==> config.mk <==
export PLATFORM = sky130hd
export DESIGN_NAME = divx_unit
export DESIGN_NICKNAME = d
export VERILOG_FILES = /design/src/rtl/divx_pkg.sv /design/src/rtl/divx_prep.sv /design/src/rtl/divx_step.sv /design/src/rtl/divx_post.sv /design/src/rtl/divx_unit.sv
export SDC_FILE = /design/constraint.sdc
export NUM_CORES = 1
export LEC_CHECK = 0
export ABC_AREA = 1
export ABC_CLOCK_PERIOD_IN_PS = 2000
export BUFFER_PORTS_ARGS = -buffer_cell sky130_fd_sc_hd__buf_4
export CELL_PAD_IN_SITES_DETAIL_PLACEMENT = 1
export CELL_PAD_IN_SITES_GLOBAL_PLACEMENT = 1
export CORE_MARGIN = 2
export CORE_UTILIZATION = 36
export CTS_CLUSTER_SIZE = 14
export DETAILED_ROUTE_END_ITERATION = 10
export PLACE_DENSITY = 0.77
export SYNTH_ARGS = -nofsm -noshare
export SYNTH_HDL_FRONTEND = slang
export SYNTH_SLANG_ARGS = --single-unit
==> constraint.sdc <==
create_clock -name clk -period 2 [get_ports clk]
set_input_delay 0.2 -clock clk [delete_from_list [all_inputs] [get_ports clk]]
set_output_delay 0.2 -clock clk [all_outputs]
set_load 0.02 [all_outputs]
==> src/rtl/divx_pkg.sv <==
package divx_pkg;
  typedef enum logic [1:0] {
    ST_IDLE = 2'd0,
    ST_RUN  = 2'd1,
    ST_FIN  = 2'd2
  } divx_state_e;
endpackage

==> src/rtl/divx_prep.sv <==
// Operand preparation: magnitudes, sign bookkeeping and early traps.
module divx_prep #(
  parameter int W = 16
) (
  input  logic            sgn_i,
  input  logic [W-1:0]    hi_i,
  input  logic [W-1:0]    lo_i,
  input  logic [W-1:0]    dvs_i,
  output logic [2*W-1:0]  dvd_mag_o,
  output logic [W-1:0]    dvs_mag_o,
  output logic            q_neg_o,
  output logic            r_neg_o,
  output logic            early_trap_o
);
  localparam int DW = 2 * W;
  localparam logic [DW-1:0] MOST_NEG = {1'b1, {(DW-1){1'b0}}};

  logic [DW-1:0] dvd;
  logic          dvd_neg;
  logic          dvs_neg;
  logic          div_zero;
  logic          min_case;

  always_comb begin
    dvd       = {hi_i, lo_i};
    dvd_neg   = sgn_i & hi_i[W-1];
    dvs_neg   = sgn_i & dvs_i[W-1];
    dvd_mag_o = dvd_neg ? (DW'(0) - dvd) : dvd;
    dvs_mag_o = dvs_neg ? (W'(0) - dvs_i) : dvs_i;
    q_neg_o   = dvd_neg ^ dvs_neg;
    r_neg_o   = dvd_neg;
    div_zero  = (dvs_i == '0);
    min_case  = sgn_i && (dvd == MOST_NEG) && (dvs_i == '1);
    early_trap_o = div_zero | min_case;
  end
endmodule

==> src/rtl/divx_step.sv <==
// One restoring shift-subtract step on magnitudes.
module divx_step #(
  parameter int W = 16
) (
  input  logic [W-1:0]   part_i,
  input  logic [2*W-1:0] sh_i,
  input  logic [W-1:0]   dvs_i,
  output logic [W-1:0]   part_o,
  output logic [2*W-1:0] sh_o
);
  localparam int DW = 2 * W;

  logic [W:0]   wide;
  logic [W-1:0] diff;
  logic         ge;

  always_comb begin
    wide   = {part_i, sh_i[DW-1]};
    ge     = (wide >= {1'b0, dvs_i});
    diff   = wide[W-1:0] - dvs_i;
    part_o = ge ? diff : wide[W-1:0];
    sh_o   = {sh_i[DW-2:0], ge};
  end
endmodule

==> src/rtl/divx_post.sv <==
// Sign restoration and quotient range check.
module divx_post #(
  parameter int W = 16
) (
  input  logic           sgn_i,
  input  logic [2*W-1:0] q_mag_i,
  input  logic [W-1:0]   r_mag_i,
  input  logic           q_neg_i,
  input  logic           r_neg_i,
  output logic [W-1:0]   quot_o,
  output logic [W-1:0]   rem_o,
  output logic           ovf_o
);
  localparam int DW = 2 * W;
  localparam logic [DW-1:0] HALF = {{W{1'b0}}, 1'b1, {(W-1){1'b0}}};

  logic ovf_u;
  logic ovf_s;

  always_comb begin
    ovf_u  = |q_mag_i[DW-1:W];
    ovf_s  = q_neg_i ? (q_mag_i > HALF) : (q_mag_i >= HALF);
    ovf_o  = sgn_i ? ovf_s : ovf_u;
    quot_o = q_neg_i ? (W'(0) - q_mag_i[W-1:0]) : q_mag_i[W-1:0];
    rem_o  = r_neg_i ? (W'(0) - r_mag_i) : r_mag_i;
  end
endmodule

==> src/rtl/divx_unit.sv <==
// Double-by-single width integer divider with divide-error detection.
module divx_unit #(
  parameter int W     = 16,
  parameter int STEPS = 1
) (
  input  logic         clk,
  input  logic         rst_n,
  input  logic         start_i,
  input  logic         signed_i,
  input  logic [W-1:0] dvd_hi_i,
  input  logic [W-1:0] dvd_lo_i,
  input  logic [W-1:0] dvs_i,
  output logic         busy_o,
  output logic         done_o,
  output logic         fault_o,
  output logic [W-1:0] quot_o,
  output logic [W-1:0] rem_o
);
  import divx_pkg::*;

  localparam int DW   = 2 * W;
  localparam int NCYC = DW / STEPS;
  localparam int CW   = $clog2(NCYC + 1);

  // state registers
  divx_state_e    st_q, st_d;
  logic [CW-1:0]  cnt_q, cnt_d;
  logic [DW-1:0]  sh_q, sh_d;
  logic [W-1:0]   part_q, part_d;
  logic [W-1:0]   dvs_q, dvs_d;
  logic           sgn_q, sgn_d;
  logic           qneg_q, qneg_d;
  logic           rneg_q, rneg_d;
  logic           trap_q, trap_d;
  logic           ld_en;

  // operand preparation
  logic [DW-1:0]  p_dvd_mag;
  logic [W-1:0]   p_dvs_mag;
  logic           p_qneg;
  logic           p_rneg;
  logic           p_trap;
  logic           accept;

  divx_prep #(.W(W)) u_prep (
    .sgn_i        (signed_i),
    .hi_i         (dvd_hi_i),
    .lo_i         (dvd_lo_i),
    .dvs_i        (dvs_i),
    .dvd_mag_o    (p_dvd_mag),
    .dvs_mag_o    (p_dvs_mag),
    .q_neg_o      (p_qneg),
    .r_neg_o      (p_rneg),
    .early_trap_o (p_trap)
  );

  // chain of STEPS shift-subtract stages per cycle
  logic [W-1:0]  ch_part [STEPS+1];
  logic [DW-1:0] ch_sh   [STEPS+1];

  assign ch_part[0] = part_q;
  assign ch_sh[0]   = sh_q;

  for (genvar g = 0; g < STEPS; g++) begin : g_step
    divx_step #(.W(W)) u_step (
      .part_i (ch_part[g]),
      .sh_i   (ch_sh[g]),
      .dvs_i  (dvs_q),
      .part_o (ch_part[g+1]),
      .sh_o   (ch_sh[g+1])
    );
  end

  // next-state logic
  assign accept = start_i && (st_q == ST_IDLE);

  always_comb begin
    st_d   = st_q;
    cnt_d  = cnt_q;
    sh_d   = sh_q;
    part_d = part_q;
    dvs_d  = dvs_q;
    sgn_d  = sgn_q;
    qneg_d = qneg_q;
    rneg_d = rneg_q;
    trap_d = trap_q;
    ld_en  = 1'b0;
    unique case (st_q)
      ST_IDLE: begin
        if (accept) begin
          ld_en  = 1'b1;
          sh_d   = p_dvd_mag;
          part_d = '0;
          dvs_d  = p_dvs_mag;
          sgn_d  = signed_i;
          qneg_d = p_qneg;
          rneg_d = p_rneg;
          trap_d = p_trap;
          cnt_d  = CW'(NCYC);
          st_d   = p_trap ? ST_FIN : ST_RUN;
        end
      end
      ST_RUN: begin
        ld_en  = 1'b1;
        sh_d   = ch_sh[STEPS];
        part_d = ch_part[STEPS];
        cnt_d  = cnt_q - CW'(1);
        if (cnt_q == CW'(1)) begin
          st_d = ST_FIN;
        end
      end
      ST_FIN: begin
        st_d = ST_IDLE;
      end
      default: begin
        st_d = ST_IDLE;
      end
    endcase
  end

  // registers
  always_ff @(posedge clk or negedge rst_n) begin
    if (!rst_n) begin
      st_q <= ST_IDLE;
    end else begin
      st_q <= st_d;
    end
  end

  always_ff @(posedge clk or negedge rst_n) begin
    if (!rst_n) begin
      cnt_q  <= '0;
      sh_q   <= '0;
      part_q <= '0;
      dvs_q  <= '0;
      sgn_q  <= 1'b0;
      qneg_q <= 1'b0;
      rneg_q <= 1'b0;
      trap_q <= 1'b0;
    end else if (ld_en) begin
      cnt_q  <= cnt_d;
      sh_q   <= sh_d;
      part_q <= part_d;
      dvs_q  <= dvs_d;
      sgn_q  <= sgn_d;
      qneg_q <= qneg_d;
      rneg_q <= rneg_d;
      trap_q <= trap_d;
    end
  end

  // result stage
  logic [W-1:0] r_quot;
  logic [W-1:0] r_rem;
  logic         r_ovf;
  logic         fin;
  logic         flt;

  divx_post #(.W(W)) u_post (
    .sgn_i   (sgn_q),
    .q_mag_i (sh_q),
    .r_mag_i (part_q),
    .q_neg_i (qneg_q),
    .r_neg_i (rneg_q),
    .quot_o  (r_quot),
    .rem_o   (r_rem),
    .ovf_o   (r_ovf)
  );

  always_comb begin
    fin     = (st_q == ST_FIN);
    flt     = fin & (trap_q | r_ovf);
    busy_o  = (st_q != ST_IDLE);
    done_o  = fin;
    fault_o = flt;
    quot_o  = (fin & ~flt) ? r_quot : '0;
    rem_o   = (fin & ~flt) ? r_rem  : '0;
  end
endmodule

Word-level counts from Yosys, hierarchy flattened. Cells that the tools add are included.

$add $sub $neg: 6. Multiplexer cells: 21. Reduce and logical (&&, ||, !) cells: 11. Equal/unequal tests: 7. Order comparisons: 3. Bitwise logic cells: 8.

Operator list (number): $mux 16 (7); $mux 32 (2); $pmux 32 s2 (1); $sub 1x16->16 const A (3); $eq 32x32->1 const B (1); $ge 32x16->1 const B (1); $gt 32x16->1 const B (1); $pmux 16 s2 (1); $sub 1x32->32 const A (1); $ge 17x16->1 (1); $eq 16x16->1 const B (1); $logic_not 16->1 (1); $reduce_or 16->1 (1); $sub 16x16->16 (1); $pmux 6 s2 (1); $eq 6x1->1 const B (1); $mux 2 (3); $mux 6 (1); $reduce_and 3->1 (2); $sub 6x1->6 const B (1); $and 1x1->1 (4); $ne 2x2->1 const B (2); $pmux 2 s2 (1); $reduce_bool 2->1 (2); other kinds (10) (15).

Bits in registers: 76. Output and inout bits: 35. Logic and storage cells: 65. Bits of input ports: 52.

Logic depth before layout (Yosys ltp). Gate-level depths: netlist of the first run.

Depth after elaboration: 8. Gate-level depth with buffers: 15. Depth with buffers taken out: 14.

Modules after synthesis. Synthesis of the first run repeated with hierarchy kept, for this count alone.

Cells, all modules: 1235. Area total of the unflattened synthesis: 7644.8 um^2.

By module, submodules not included: divx_unit (cells each 421, seq. area each 1901.8 um^2, instances 1, area each 3529.6 um^2); divx_step (cells each 301, seq. area each 0.0 um^2, instances 1, area each 1595.3 um^2); divx_prep (cells each 307, seq. area each 0.0 um^2, instances 1, area each 1482.7 um^2); divx_post (cells each 206, seq. area each 0.0 um^2, instances 1, area each 1037.2 um^2).

Worst setup path before layout of the first run. OpenSTA, ideal clock, no wires.

Kind: flip-flop to output port. From: register sh_q[0]. To: output port quot_o[2]. Data required time: 1800 ps. Buffers on the path: 1. Setup slack: 61 ps. Arrival: 1739 ps. Cell stages (with the launch flop): 10. Cells stage by stage: dfrtp_1 > inv_1 > ha_1 > nand4_2 > nor2_2 > nand3_1 > nand3_1 > nand3_2 > buf_4 > a21oi_1.

Longest elaborated chain between the ends: 8. Elaborated cells on any way between the ends: 11. Those cells by class: 1 x add/sub; 2 x order compare; 4 x mux; 4 x bitwise.

Ends and longest elaborated chain: start, declared (line divx_unit.sv:28) `logic [DW-1:0] sh_q, sh_d;`; start signal, assigned (line divx_unit.sv:133) `sh_q <= '0;`; start signal, assigned (line divx_unit.sv:142) `sh_q <= sh_d;`; $ge 32x16->1 / $gt 32x16->1 (equally long branches) (line divx_post.sv:22) `ovf_s = q_neg_i ? (q_mag_i > HALF) : (q_mag_i >= HALF);`; $mux 1 (line divx_post.sv:22); $mux 1 (line divx_post.sv:23) `ovf_o = sgn_i ? ovf_s : ovf_u;`; $or 1x1->1 (line divx_unit.sv:172) `flt = fin & (trap_q | r_ovf);`; $and 1x1->1 (line divx_unit.sv:172); $not 1->1 (line divx_unit.sv:176) `quot_o = (fin & ~flt) ? r_quot : '0;`; $and 1x1->1 (line divx_unit.sv:176); $mux 16 * (line divx_unit.sv:176); end, declared (line divx_unit.sv:16) `output logic [W-1:0] quot_o,`.

Every way passes the cells marked *; elsewhere a longest branch is shown, timed or not.

Worst setup path after layout of the first run.
From: register part_q[1]. To: output port rem_o[12].

Longest elaborated chain between the ends: 3.

Ends and longest elaborated chain: start, declared (line divx_unit.sv:29) `logic [W-1:0] part_q, part_d;`; start signal, assigned (line divx_unit.sv:143) `part_q <= part_d;`; $sub 1x16->16 (line divx_post.sv:25) `rem_o = r_neg_i ? (W'(0) - r_mag_i) : r_mag_i;`; $mux 16 (line divx_post.sv:25); $mux 16 (line divx_unit.sv:177) `rem_o = (fin & ~flt) ? r_rem : '0;`; end, declared (line divx_unit.sv:17) `output logic [W-1:0] rem_o`.

Every way passes these cells.

==> metrics.md, run 1 <==
| Metric | Value |
|---|---|
| # fillers | 2312 |
| Worst Tran Pin Value | 1.02 ns |
| Vias in the first global route | 7923 |
| Drt pass-1 iters | 5 |
| Synth Area in Adders | 4.54% |
| TritonCTS clock tree | done |
| Slew Limit Fails | 0 |
| RSZ-0062 raised after global routing | yes |
| Via count of the routed design | 7994 |
| Worst-path clk slew | 0.07 ns |
| Upper clock frequency limit | 427 MHz |
| Nets | 1285 |
| Leak | 4.70 nW |
| Synth cell count leaders | nand2_1, inv_1, nor2_1, nand3_1, dfrtp_1 |
| Most common cell in the netlist | nand2_1 |
| Crit Path Max Fanout | 3 |
| H-Tree Depth | 3 |
| Worst VDD drop | 806 uV |
| HP Class | in -> reg |
| WP buf/inv | 3 |
| Die area | 0.0199 mm2 |
| Clk buf depth | 2 |
| Endpoints failing hold | 0 |
| Routed wire per std cell | 20.5 um |
| Sequential cell area | 0.00190 mm2 |
| Primary FF master, synth | dfrtp_1 |
| WHS | 0.0738 ns |
| Multi-input logic area | 0.00519 mm2 |
| Final min period | 2.34 ns |
| Largest family of logic cells by synthesized area | simple AND/OR/NAND/NOR gates |
| FF-to-FF path depth | 11 |
| CP endpoint kind | output pin |
| Synthesis-to-layout area growth | 47.8% |
| Rows | 50 |
| Routing usage on met3 | 2.62% |
| Xor and xnor fraction of the mapped netlist area | 6.59% |
| Post-synthesis net count | 1104 |
| Number of flops mapped to enable cells by yosys | 0 |
| WL final | 29700 um |
| Via/cell ratio | 5.52 |
| Post-route ant nets | 0 |
| DR DRC count | 0 |
| Setup ws final | -0.343 ns |
| Hold path depth | 3 |
| Setup violations, final | 50 |
| Failing checks | setup timing |
| RD Place Congestion | 0.905 |
| M2 GR Usage | 45.8% |
| CP delay by family, top | simple AND/OR/NAND/NOR gates |
| Seq/Total Area, Yosys | 28.1% |
| Largest net degree at the start of global routing | 46 |
| Synth Area in Compound Gates | 12.2% |
| Area leader, netlist | dfrtp_1 |
| R2R setup slack | -0.16 ns |
| GR Util All Layers | 26.2% |
| Sink Count | 76 |
| Max Cap Violations | 0 |
| Share of cells above drive strength 1 | 34.3% |
| Worst-path cell chain | inv_2, ha_4, nand4_1, nor2_2, nand3_2, o21ai_2, inv_1, nand2_2, nand2_2, nor2_4, buf_6 |
| Simple-Gate Fraction of Synth Area | 38.3% |
| Mapped Cells | 1028 |
| Die Y | 141 um |
| CP Data Required Time | 1.80 ns |
| Max Clock Skew | 0.00836 ns |
| Chip width | 141 um |
| Largest stage delay, worst path | 0.44 ns |
| Ports | 87 |
| Initial core utilization | 36.5% |
| CP most frequent cell | nand2_2 |
| First-pass GRT wire length | 41500 um |
| Cell variety after synth | 45 |
| Met1 usage | 34.3% |
| Top cells by area, synth | dfrtp_1, nand2_1, inv_1 |
| Gr ovfl total | 0 |
| Setup crit start kind | flop |
| Worst Path Arrival | 2.14 ns |
| GR peak layer | met2 |
| Hold_sp | dvd_lo_i[15] |
| Reg-to-Reg Start | part_q[5]$_DFFE_PN0P_ |
| Outcome | complete, but fails checks |
| Slew margin rel. | 31.9% |
| Root buffer cell | clkbuf_16 |
| Crit-path slowest cell | dfrtp_1 |
| Worst Hold Endpoint | sh_q[15]$_DFFE_PN0P_ |
| Worst Path Class, Setup | reg -> out |
| R2R Path End | part_q[7]$_DFFE_PN0P_ |
| FFs w/ async S/R, synth | 100% |
| Mapped cell area | 0.00678 mm2 |
| Diodes inserted | 0 |
| Synthesis Warnings | 0 |
| Drt initial violations | 485 |
| Post-Syn Area per Cell | 6.59 um2 |
| Final Cycle Share | 117% |
| TritonCTS Buffers | 9 |
| Clk Latency, worst-skew pair | 0.36 ns |
| Mux share of post-synthesis cell area | 0.148% |
| #FFs+latches synth | 76 |
| Yosys top cell area share | 28.1% |
| Port Buffer Count | 86 |
| Post-DP HPWL | 18500 um |
| Initial antenna violation count | 0 |
| Pwr/cell area | 1910 mW/mm2 |
| DP Worst Slack | -0.0827 ns |
| Core area | 0.0186 mm2 |
## final cells by class
class / count / area share [%]
Tap cell: 234 / 2.92
Sequential cell: 76 / 19.0
Clock buffer: 11 / 2.42
Inverter: 137 / 5.14
Timing Repair Buffer: 199 / 17.9
Clock inverter: 5 / 0.825
Multi-Input combinational cell: 786 / 51.8
## report_power, final
group	internal (mW)	switching, mW
registers	2.35	0.662
logic	5.63	8.62
clock network	1.14	0.739
## worst max-delay path by stage
| stage | depth (start not counted) | end | start |
|---|---|---|---|
| global placement | 11 | part_q[8]$_DFFE_PN0P_ | sh_q[31]$_DFFE_PN0P_ |
| global route | 9 | rem_o[13] | part_q[8]$_DFFE_PN0P_ |
| detailed placement | 7 | quot_o[8] | sh_q[16]$_DFFE_PN0P_ |
| floorplan | 9 | quot_o[2] | sh_q[0]$_DFFE_PN0P_ |
| finish | 11 | rem_o[12] | part_q[1]$_DFFE_PN0P_ |
| CTS | 11 | quot_o[12] | sh_q[1]$_DFFE_PN0P_ |
## state kept, by name, summed over array words and instances (netlist names)
signal / flops
cnt_q: 6
dvs_q: 16
part_q: 16
qneg_q: 1
rneg_q: 1
sgn_q: 1
sh_q: 32
st_q: 2
trap_q: 1
## cell families (layout without fill, tap and decap cells)
kind of cell,count (synthesis),in the layout
mux,1,1
flops,76,76
simple gates,563,566
buf+inv,169,352
xor+xnor,51,51
fa+ha+maj,24,24
compound gates,144,144
## worst register-to-register path, cell delays in order (launching register included)
cell     delay, ns
dfrtp_1       0.41
buf_6         0.14
ha_4          0.31
nand2_4       0.09
nor2_4        0.21
nand3_4       0.12
nand3_4       0.12
nand3_4       0.22
buf_12        0.24
nand3_2       0.08
nand3_2       0.08
nand2_2       0.07
## what timing repair did
item	4_1_cts	5_1_grt
setup buffers	22	19
gates cloned	4	2
setup endpoints to repair	37	52
pin swaps	24	62
gates resized for setup	99	155
hold buffers	1	0
endpoints found under the hold margin	37	0
## stage by stage
step	std cells	util, %	power, mW	cell area, um2	TNS (ns)
after CTS	1428	49.5	15.9	9200	-8.19
after detailed placement	1386	43.7	12.6	8130	-1.23
after global placement	1386	43.7	12.3	8130	0
final	1448	53.9	19.1	10000	-10.75
after floorplan	1028	-	9.49	6780	0
after global routing	1448	53.9	20.2	10000	-14.61
## cell usage in the layout, fill, tap and decap left out, drive strengths merged, types with 3 or more instances in the layout
| cell | count |
|---|---|
| nand2 | 286 |
| nor3 | 19 |
| dfrtp | 76 |
| clkbuf | 11 |
| inv | 138 |
| a22oi | 28 |
| xnor2 | 12 |
| ha | 23 |
| or2 | 3 |
| nand3b | 4 |
| a21oi | 33 |
| buf | 197 |
| xor2 | 39 |
| nand4 | 16 |
| nand3 | 105 |
| nor2 | 127 |
| o31ai | 5 |
| and2 | 4 |
| o21ai | 69 |
## layer usage
layer,up-vias,wire [um]
met5,-,0
met4,0,894
met3,62,1260
met2,269,15200
met1,3975,12400
li1,3688,-
Power figures use the tool's default switching activity.
==> inputs of run 2 (changes only) <==
PLACE_DENSITY = 0.79   (was 0.77)
==> metrics.md, run 2 (synthesized netlist as in run 1, its figures left out) <==
| Metric | Value |
|---|---|
| Clk Latency, worst-skew pair | 0.36 ns (about the same) |
| Ports | 87 (unchanged) |
| Vias in the first global route | 8146 (was 7923) |
| CP Data Required Time | 1.80 ns (about the same) |
| Setup ws final | -0.386 ns (was -0.343 ns) |
| Combinational power share | 73.4% (was 74.5%) |
| Cell Area, Placed | 0.00804 mm2 (was 0.00813 mm2) |
| Worst-path cell chain | nor2_1, nand4_1, nor4_2, buf_4, nand3_4, buf_8, a21oi_2, buf_4 (was inv_2, ha_4, nand4_1, nor2_2, nand3_2, o21ai_2, inv_1, nand2_2, nand2_2, nor2_4, buf_6) |
| Share of cells above drive strength 1 | 33.5% (was 34.3%) |
| Chip width | 141 um (unchanged) |
| Worst VDD drop | 981 uV (was 806 uV) |
| TritonCTS clock tree | done (unchanged) |
| Biggest regs | sh_q x32, dvs_q x16, part_q x16 (unchanged) |
| Port Buffer Count | 86 (unchanged) |
| R2R setup slack | -0.27 ns (was -0.16 ns) |
| Sink Count | 76 (unchanged) |
| Pwr/cell area | 1950 mW/mm2 (was 1910 mW/mm2) |
| H-Tree Depth | 3 (unchanged) |
| Failing checks | setup timing (unchanged) |
| First-pass GRT wire length | 43300 um (was 41500 um) |
| Sequential Power Share | 16.8% (was 15.7%) |
| Via/cell ratio | 5.67 (was 5.52) |
| Most common cell after layout, fill and taps aside | nand2_1 (unchanged) |
| Worst Tran Pin Value | 0.752 ns (was 1.02 ns) |
| WP buf/inv | 3 (unchanged) |
| Commonest non-fill, non-tap cells in the layout | nand2_1, buf_4, inv_1 (unchanged) |
| Root buffer cell | clkbuf_16 (unchanged) |
| Largest net degree at the start of global routing | 49 (was 46) |
| TritonCTS Buffers | 9 (unchanged) |
| Outcome | complete, but fails checks (unchanged) |
| Initial antenna violation count | 0 (unchanged) |
| Worst-path clk slew | 0.06 ns (was 0.07 ns) |
| Die Y | 141 um (unchanged) |
| CP endpoint kind | output pin (unchanged) |
| Max reg flops | 32 (unchanged) |
| Via count of the routed design | 8102 (was 7994) |
| Routed wire per std cell | 21.9 um (was 20.5 um) |
| Diodes inserted | 0 (unchanged) |
| Largest stage delay, worst path | 0.39 ns (was 0.44 ns) |
| Clock power share | 9.8% (about the same) |
| Initial core utilization | 36.5% (unchanged) |
| Switching power | 10.4 mW (was 10.0 mW) |
| Worst Path Class, Setup | reg -> out (unchanged) |
| Gr ovfl total | 0 (unchanged) |
| Sw frac | 54.5% (was 52.4%) |
| Setup crit start kind | flop (unchanged) |
| Slew margin rel. | 49.7% (was 31.9%) |
| # fillers | 2299 (was 2312) |
| Leak | 4.57 nW (was 4.70 nW) |
| Worst Path Arrival | 2.19 ns (was 2.14 ns) |
| WL final | 31300 um (was 29700 um) |
| Cell area after layout | 0.00975 mm2 (was 0.0100 mm2) |
| Die area | 0.0199 mm2 (unchanged) |
| Setup violations, final | 51 (was 50) |
| GR Util All Layers | 27.5% (was 26.2%) |
| Post-DP HPWL | 18300 um (was 18500 um) |
| Upper clock frequency limit | 419 MHz (was 427 MHz) |
| HP Class | in -> reg (unchanged) |
| Top reg by flops | sh_q (unchanged) |
| Crit Path Max Fanout | 8 (was 3) |
| Synthesis-to-layout area growth | 44.0% (was 47.8%) |
| Max Clock Skew | 0.0202 ns (was 0.00836 ns) |
| Endpoints failing hold | 0 (unchanged) |
| CP delay by family, top | simple AND/OR/NAND/NOR gates (unchanged) |
| RSZ-0062 raised after global routing | yes (unchanged) |
| Drt pass-1 iters | 5 (unchanged) |
| Final min period | 2.39 ns (was 2.34 ns) |
| Final Cycle Share | 119% (was 117%) |
| Cell-internal power | 8.63 mW (was 9.11 mW) |
| RD Place Congestion | 0.946 (was 0.905) |
| Nets | 1267 (was 1285) |
| CP most frequent cell | buf_4 (was nand2_2) |
| Max Cap Violations | 0 (unchanged) |
| Slew Limit Fails | 0 (unchanged) |
| Final Util | 52.5% (was 53.9%) |
| Drt initial violations | 616 (was 485) |
| Core area | 0.0186 mm2 (unchanged) |
| Post-route ant nets | 0 (unchanged) |
| DR DRC count | 0 (unchanged) |
| Clk buf depth | 2 (unchanged) |
| Rows | 50 (unchanged) |
| Crit-path slowest cell | dfrtp_1 (unchanged) |
[run 2: layout make-up]
class                           count  area, um2  area share, %
Inverter                          137        519           5.32
Tap cell                          234        293           3.00
Timing Repair Buffer              181       1600           16.4
Sequential cell                    76       1910           19.6
Multi-Input combinational cell    786       5110           52.3
Clock buffer                       11        243           2.49
Clock inverter                      5       83.8          0.859
[run 2: timing repair]
action / 4_1_cts / 5_1_grt
endpoints found under the setup margin: 50 / 84
buffers inserted: 23 / 12
hold endpoints to repair: 32 / 0
gates resized for setup: 129 / 133
hold buffers: 1 / 0
pin swaps: 22 / 50
gates cloned: 5 / 1
[run 2: metal layers]
layer	global-route usage [%]	vias to the layer above	wire, um
met5	0	-	0
met4	10.3	0	1460
met3	3.26	111	1700
met2	49.4	331	15800
met1	33.8	4009	12300
li1	-	3651	-
[run 2: per-stage QoR]
stage               std cells  worst slack, ns  setup TNS, ns  power [mW]  hold WS, ns
floorplan                1028           0.0608              0        9.49      -0.0956
global placement         1377          -0.0847         -0.402        12.1        0.205
detailed placement       1377           -0.157         -0.754        12.5        0.201
CTS                      1422           -0.256          -6.86        15.6        0.127
global route             1430           -0.452         -16.72        19.9        0.140
finish                   1430           -0.386         -13.76        19.0        0.126
[run 2: tightest hold or removal path, delay by kind of cell]
| kind | cells | cell delay, ns |
|---|---|---|
| AOI/OAI and AO/OA | 1 | 0.08 |
| buffers and inverters | 1 | 0.11 |
| and+or+nand+nor | 1 | 0.06 |
[run 2: power by group through the flow]
stage | Sequential, mW | Clock, mW | Combinational, mW
4_1_cts | 3.05 | 1.82 | 10.8
3_3_place_gp | 2.98 | 0 | 9.11
5_1_grt | 3.25 | 1.91 | 14.7
6_report | 3.19 | 1.87 | 13.9
2_1_floorplan | 2.86 | 0 | 6.64
3_5_place_dp | 3.03 | 0 | 9.47
[run 2: final timing paths]
check | start | to | cells past startpoint
max | sh_q[18]$_DFFE_PN0P_ | rem_o[2] | 8
min | dvd_lo_i[15] | sh_q[15]$_DFFE_PN0P_ | 3
max reg2reg | st_q[0]$_DFFE_PN0P_ | cnt_q[5]$_DFFE_PN0P_ | 8
min reg2reg | dvs_q[9]$_DFFE_PN0P_ | dvs_q[9]$_DFFE_PN0P_ | 2
max in group asynchronous | rst_n | dvs_q[10]$_DFFE_PN0P_ | 3
min in group asynchronous | rst_n | part_q[7]$_DFFE_PN0P_ | 2
==> inputs of run 3 (changes only) <==
CELL_PAD_IN_SITES_DETAIL_PLACEMENT = default   (was 1)
CELL_PAD_IN_SITES_GLOBAL_PLACEMENT = default   (was 1)
PLACE_DENSITY = 0.61   (was 0.79)
==> metrics.md, run 3 (synthesized netlist as in run 1, its figures left out) <==
| Metric | Value |
|---|---|
| Finished Layout Cells | 1419 (was 1430) |
| Chip width | 141 um (unchanged) |
| Dpl cells | 1373 (was 1377) |
| Initial antenna violation count | 0 (unchanged) |
| Hold path depth | 3 (unchanged) |
| Vias in the first global route | 6672 (was 8146) |
| CP endpoint kind | output pin (unchanged) |
| Diodes inserted | 0 (unchanged) |
| HP Class | in -> reg (unchanged) |
| RSZ-0062 raised after global routing | yes (unchanged) |
| TritonCTS Buffers | 9 (unchanged) |
| Core area | 0.0186 mm2 (unchanged) |
| Worst Path Arrival | 2.11 ns (was 2.19 ns) |
| Endpoints failing hold | 0 (unchanged) |
| Nets | 1256 (was 1267) |
| Worst-path clk slew | 0.07 ns (was 0.06 ns) |
| Cell Area, Placed | 0.00802 mm2 (was 0.00804 mm2) |
| H-Tree Depth | 3 (unchanged) |
| Ports | 87 (unchanged) |
| Clk buf depth | 2 (unchanged) |
| Post-DP HPWL | 15600 um (was 18300 um) |
| Post-route ant nets | 0 (unchanged) |
| Slew margin rel. | 53.2% (was 49.7%) |
| DP Worst Slack | -0.0290 ns (was -0.157 ns) |
| Setup crit start kind | flop (unchanged) |
| Max Clock Skew | 0.00637 ns (was 0.0202 ns) |
| Commonest non-fill, non-tap cells in the layout | nand2_1, buf_4, inv_1 (unchanged) |
| Synthesis-to-layout area growth | 42.3% (was 44.0%) |
| Setup ws final | -0.309 ns (was -0.386 ns) |
| Failing checks | setup timing (unchanged) |
| R2R setup slack | -0.05 ns (was -0.27 ns) |
| Setup violations, final | 41 (was 51) |
| Final min period | 2.31 ns (was 2.39 ns) |
| FF-to-FF path depth | 13 (was 8) |
| Max reg flops | 32 (unchanged) |
| Root buffer cell | clkbuf_16 (unchanged) |
| Via/cell ratio | 5.04 (was 5.67) |
| Drt initial violations | 498 (was 616) |
| Reg-to-Reg Start | part_q[1]$_DFFE_PN0P_ (was st_q[0]$_DFFE_PN0P_) |
| Upper clock frequency limit | 433 MHz (was 419 MHz) |
| TritonCTS clock tree | done (unchanged) |
| Initial core utilization | 36.5% (unchanged) |
| Rows | 50 (unchanged) |
| RD Place Congestion | 0.909 (was 0.946) |
| Via count of the routed design | 7153 (was 8102) |
| Hold_sp | signed_i (was dvd_lo_i[15]) |
| Final Cycle Share | 115% (was 119%) |
| Sink Count | 76 (unchanged) |
| Routed wire per std cell | 15.0 um (was 21.9 um) |
| Worst Hold Endpoint | sgn_q$_DFFE_PN0P_ (was sh_q[15]$_DFFE_PN0P_) |
| Outcome | complete, but fails checks (unchanged) |
| Pwr/cell area | 1750 mW/mm2 (was 1950 mW/mm2) |
| Cell area after layout | 0.00964 mm2 (was 0.00975 mm2) |
| CP Data Required Time | 1.80 ns (about the same) |
| Crit Path Max Fanout | 8 (unchanged) |
| Slew Limit Fails | 0 (unchanged) |
| Top reg by flops | sh_q (unchanged) |
| Worst VDD drop | 748 uV (was 981 uV) |
| Die area | 0.0199 mm2 (unchanged) |
| Die Y | 141 um (unchanged) |
| Most common cell after layout, fill and taps aside | nand2_1 (unchanged) |
| Drt pass-1 iters | 5 (unchanged) |
| R2R Path End | part_q[8]$_DFFE_PN0P_ (was cnt_q[5]$_DFFE_PN0P_) |
| Clk Latency, worst-skew pair | 0.34 ns (was 0.36 ns) |
| WHS | 0.116 ns (was 0.126 ns) |
| Leak | 4.53 nW (was 4.57 nW) |
| Worst Path Class, Setup | reg -> out (unchanged) |
| Final Util | 51.9% (was 52.5%) |
| WL final | 21300 um (was 31300 um) |
| Port Buffer Count | 86 (unchanged) |
| GR Util All Layers | 20.2% (was 27.5%) |
| Worst Tran Pin Value | 0.700 ns (was 0.752 ns) |
| DR DRC count | 0 (unchanged) |
| CP Launch Point | sh_q[16]$_DFFE_PN0P_ (was sh_q[18]$_DFFE_PN0P_) |
| Biggest regs | sh_q x32, dvs_q x16, part_q x16 (unchanged) |
| First-pass GRT wire length | 32500 um (was 43300 um) |
| Largest net degree at the start of global routing | 49 (unchanged) |
| Gr ovfl total | 0 (unchanged) |
| Share of cells above drive strength 1 | 31.6% (was 33.5%) |
| Max Cap Violations | 0 (unchanged) |
## run 3: cell types whose count changed in the layout (fill, tap and decap cells not counted), sizes merged
cell      change
buf          -15
clkbuf        +1
inv           +4
clkinv        +1
nor2          +1
clkinvlp      -2
bufinv        -1
## run 3: critical path: stages (launching register included)
cell and delay, ns:
dfrtp_1 0.40, or2_1 0.24, nor4_2 0.30, buf_4 0.19, nand3_4 0.14, clkbuf_16 0.24
nor2_2 0.11, buf_6 0.13
## run 3: worst max path at each step
stage          slack (ns)  depth (start not counted)                     to
2_1_floorplan        0.06                          9              quot_o[2]
4_1_cts             -0.26                          7              rem_o[15]
3_5_place_dp        -0.03                          7              rem_o[15]
5_1_grt             -0.40                         10               rem_o[7]
6_report            -0.31                          7              quot_o[0]
3_3_place_gp        0.006                         11  part_q[8]$_DFFE_PN0P_
## run 3: per-stage QoR
stage          setup TNS (ns)  power (mW)
2_1_floorplan               0        9.49
6_report                -9.02        16.9
3_3_place_gp                0        11.9
5_1_grt                -13.46        18.4
3_5_place_dp          -0.0583        12.0
4_1_cts                 -6.27        13.9
## run 3: metal layers
layer  up-vias  global-route usage, %  share of wire (%)
met5         -                      0                  0
met2       147                   33.5                 48
li1       3652                      -                  -
met3        31                   2.38                2.9
met4         0                   6.26                2.2
met1      3323                   27.6                 47
## run 3: cell type report
class / instances / area, um2
inverters: 137 / 517
repair buffers: 169 / 1530
flip-flops and latches: 76 / 1910
fillers: 1798 / 8940
clock inverters: 7 / 87.6
multi-input cells: 787 / 5090
clock buffers: 9 / 225
well taps: 234 / 293
## run 3: report_power, final
group | leakage (nW) | switching [mW] | internal, mW | total (mW)
sequential | 0.926 | 0.640 | 2.35 | 2.99
combinational | 3.45 | 7.17 | 5.02 | 12.2
clock | 0.155 | 0.727 | 1.00 | 1.73
total | 4.53 | 8.54 | 8.37 | 16.9
## run 3: what timing repair did
item,in CTS,in global routing
endpoints found under the hold margin,36,0
gates cloned,0,7
gates resized for setup,32,193
setup endpoints to repair,34,61
hold buffers,1,0
pin swaps,0,72
setup buffers,1,21
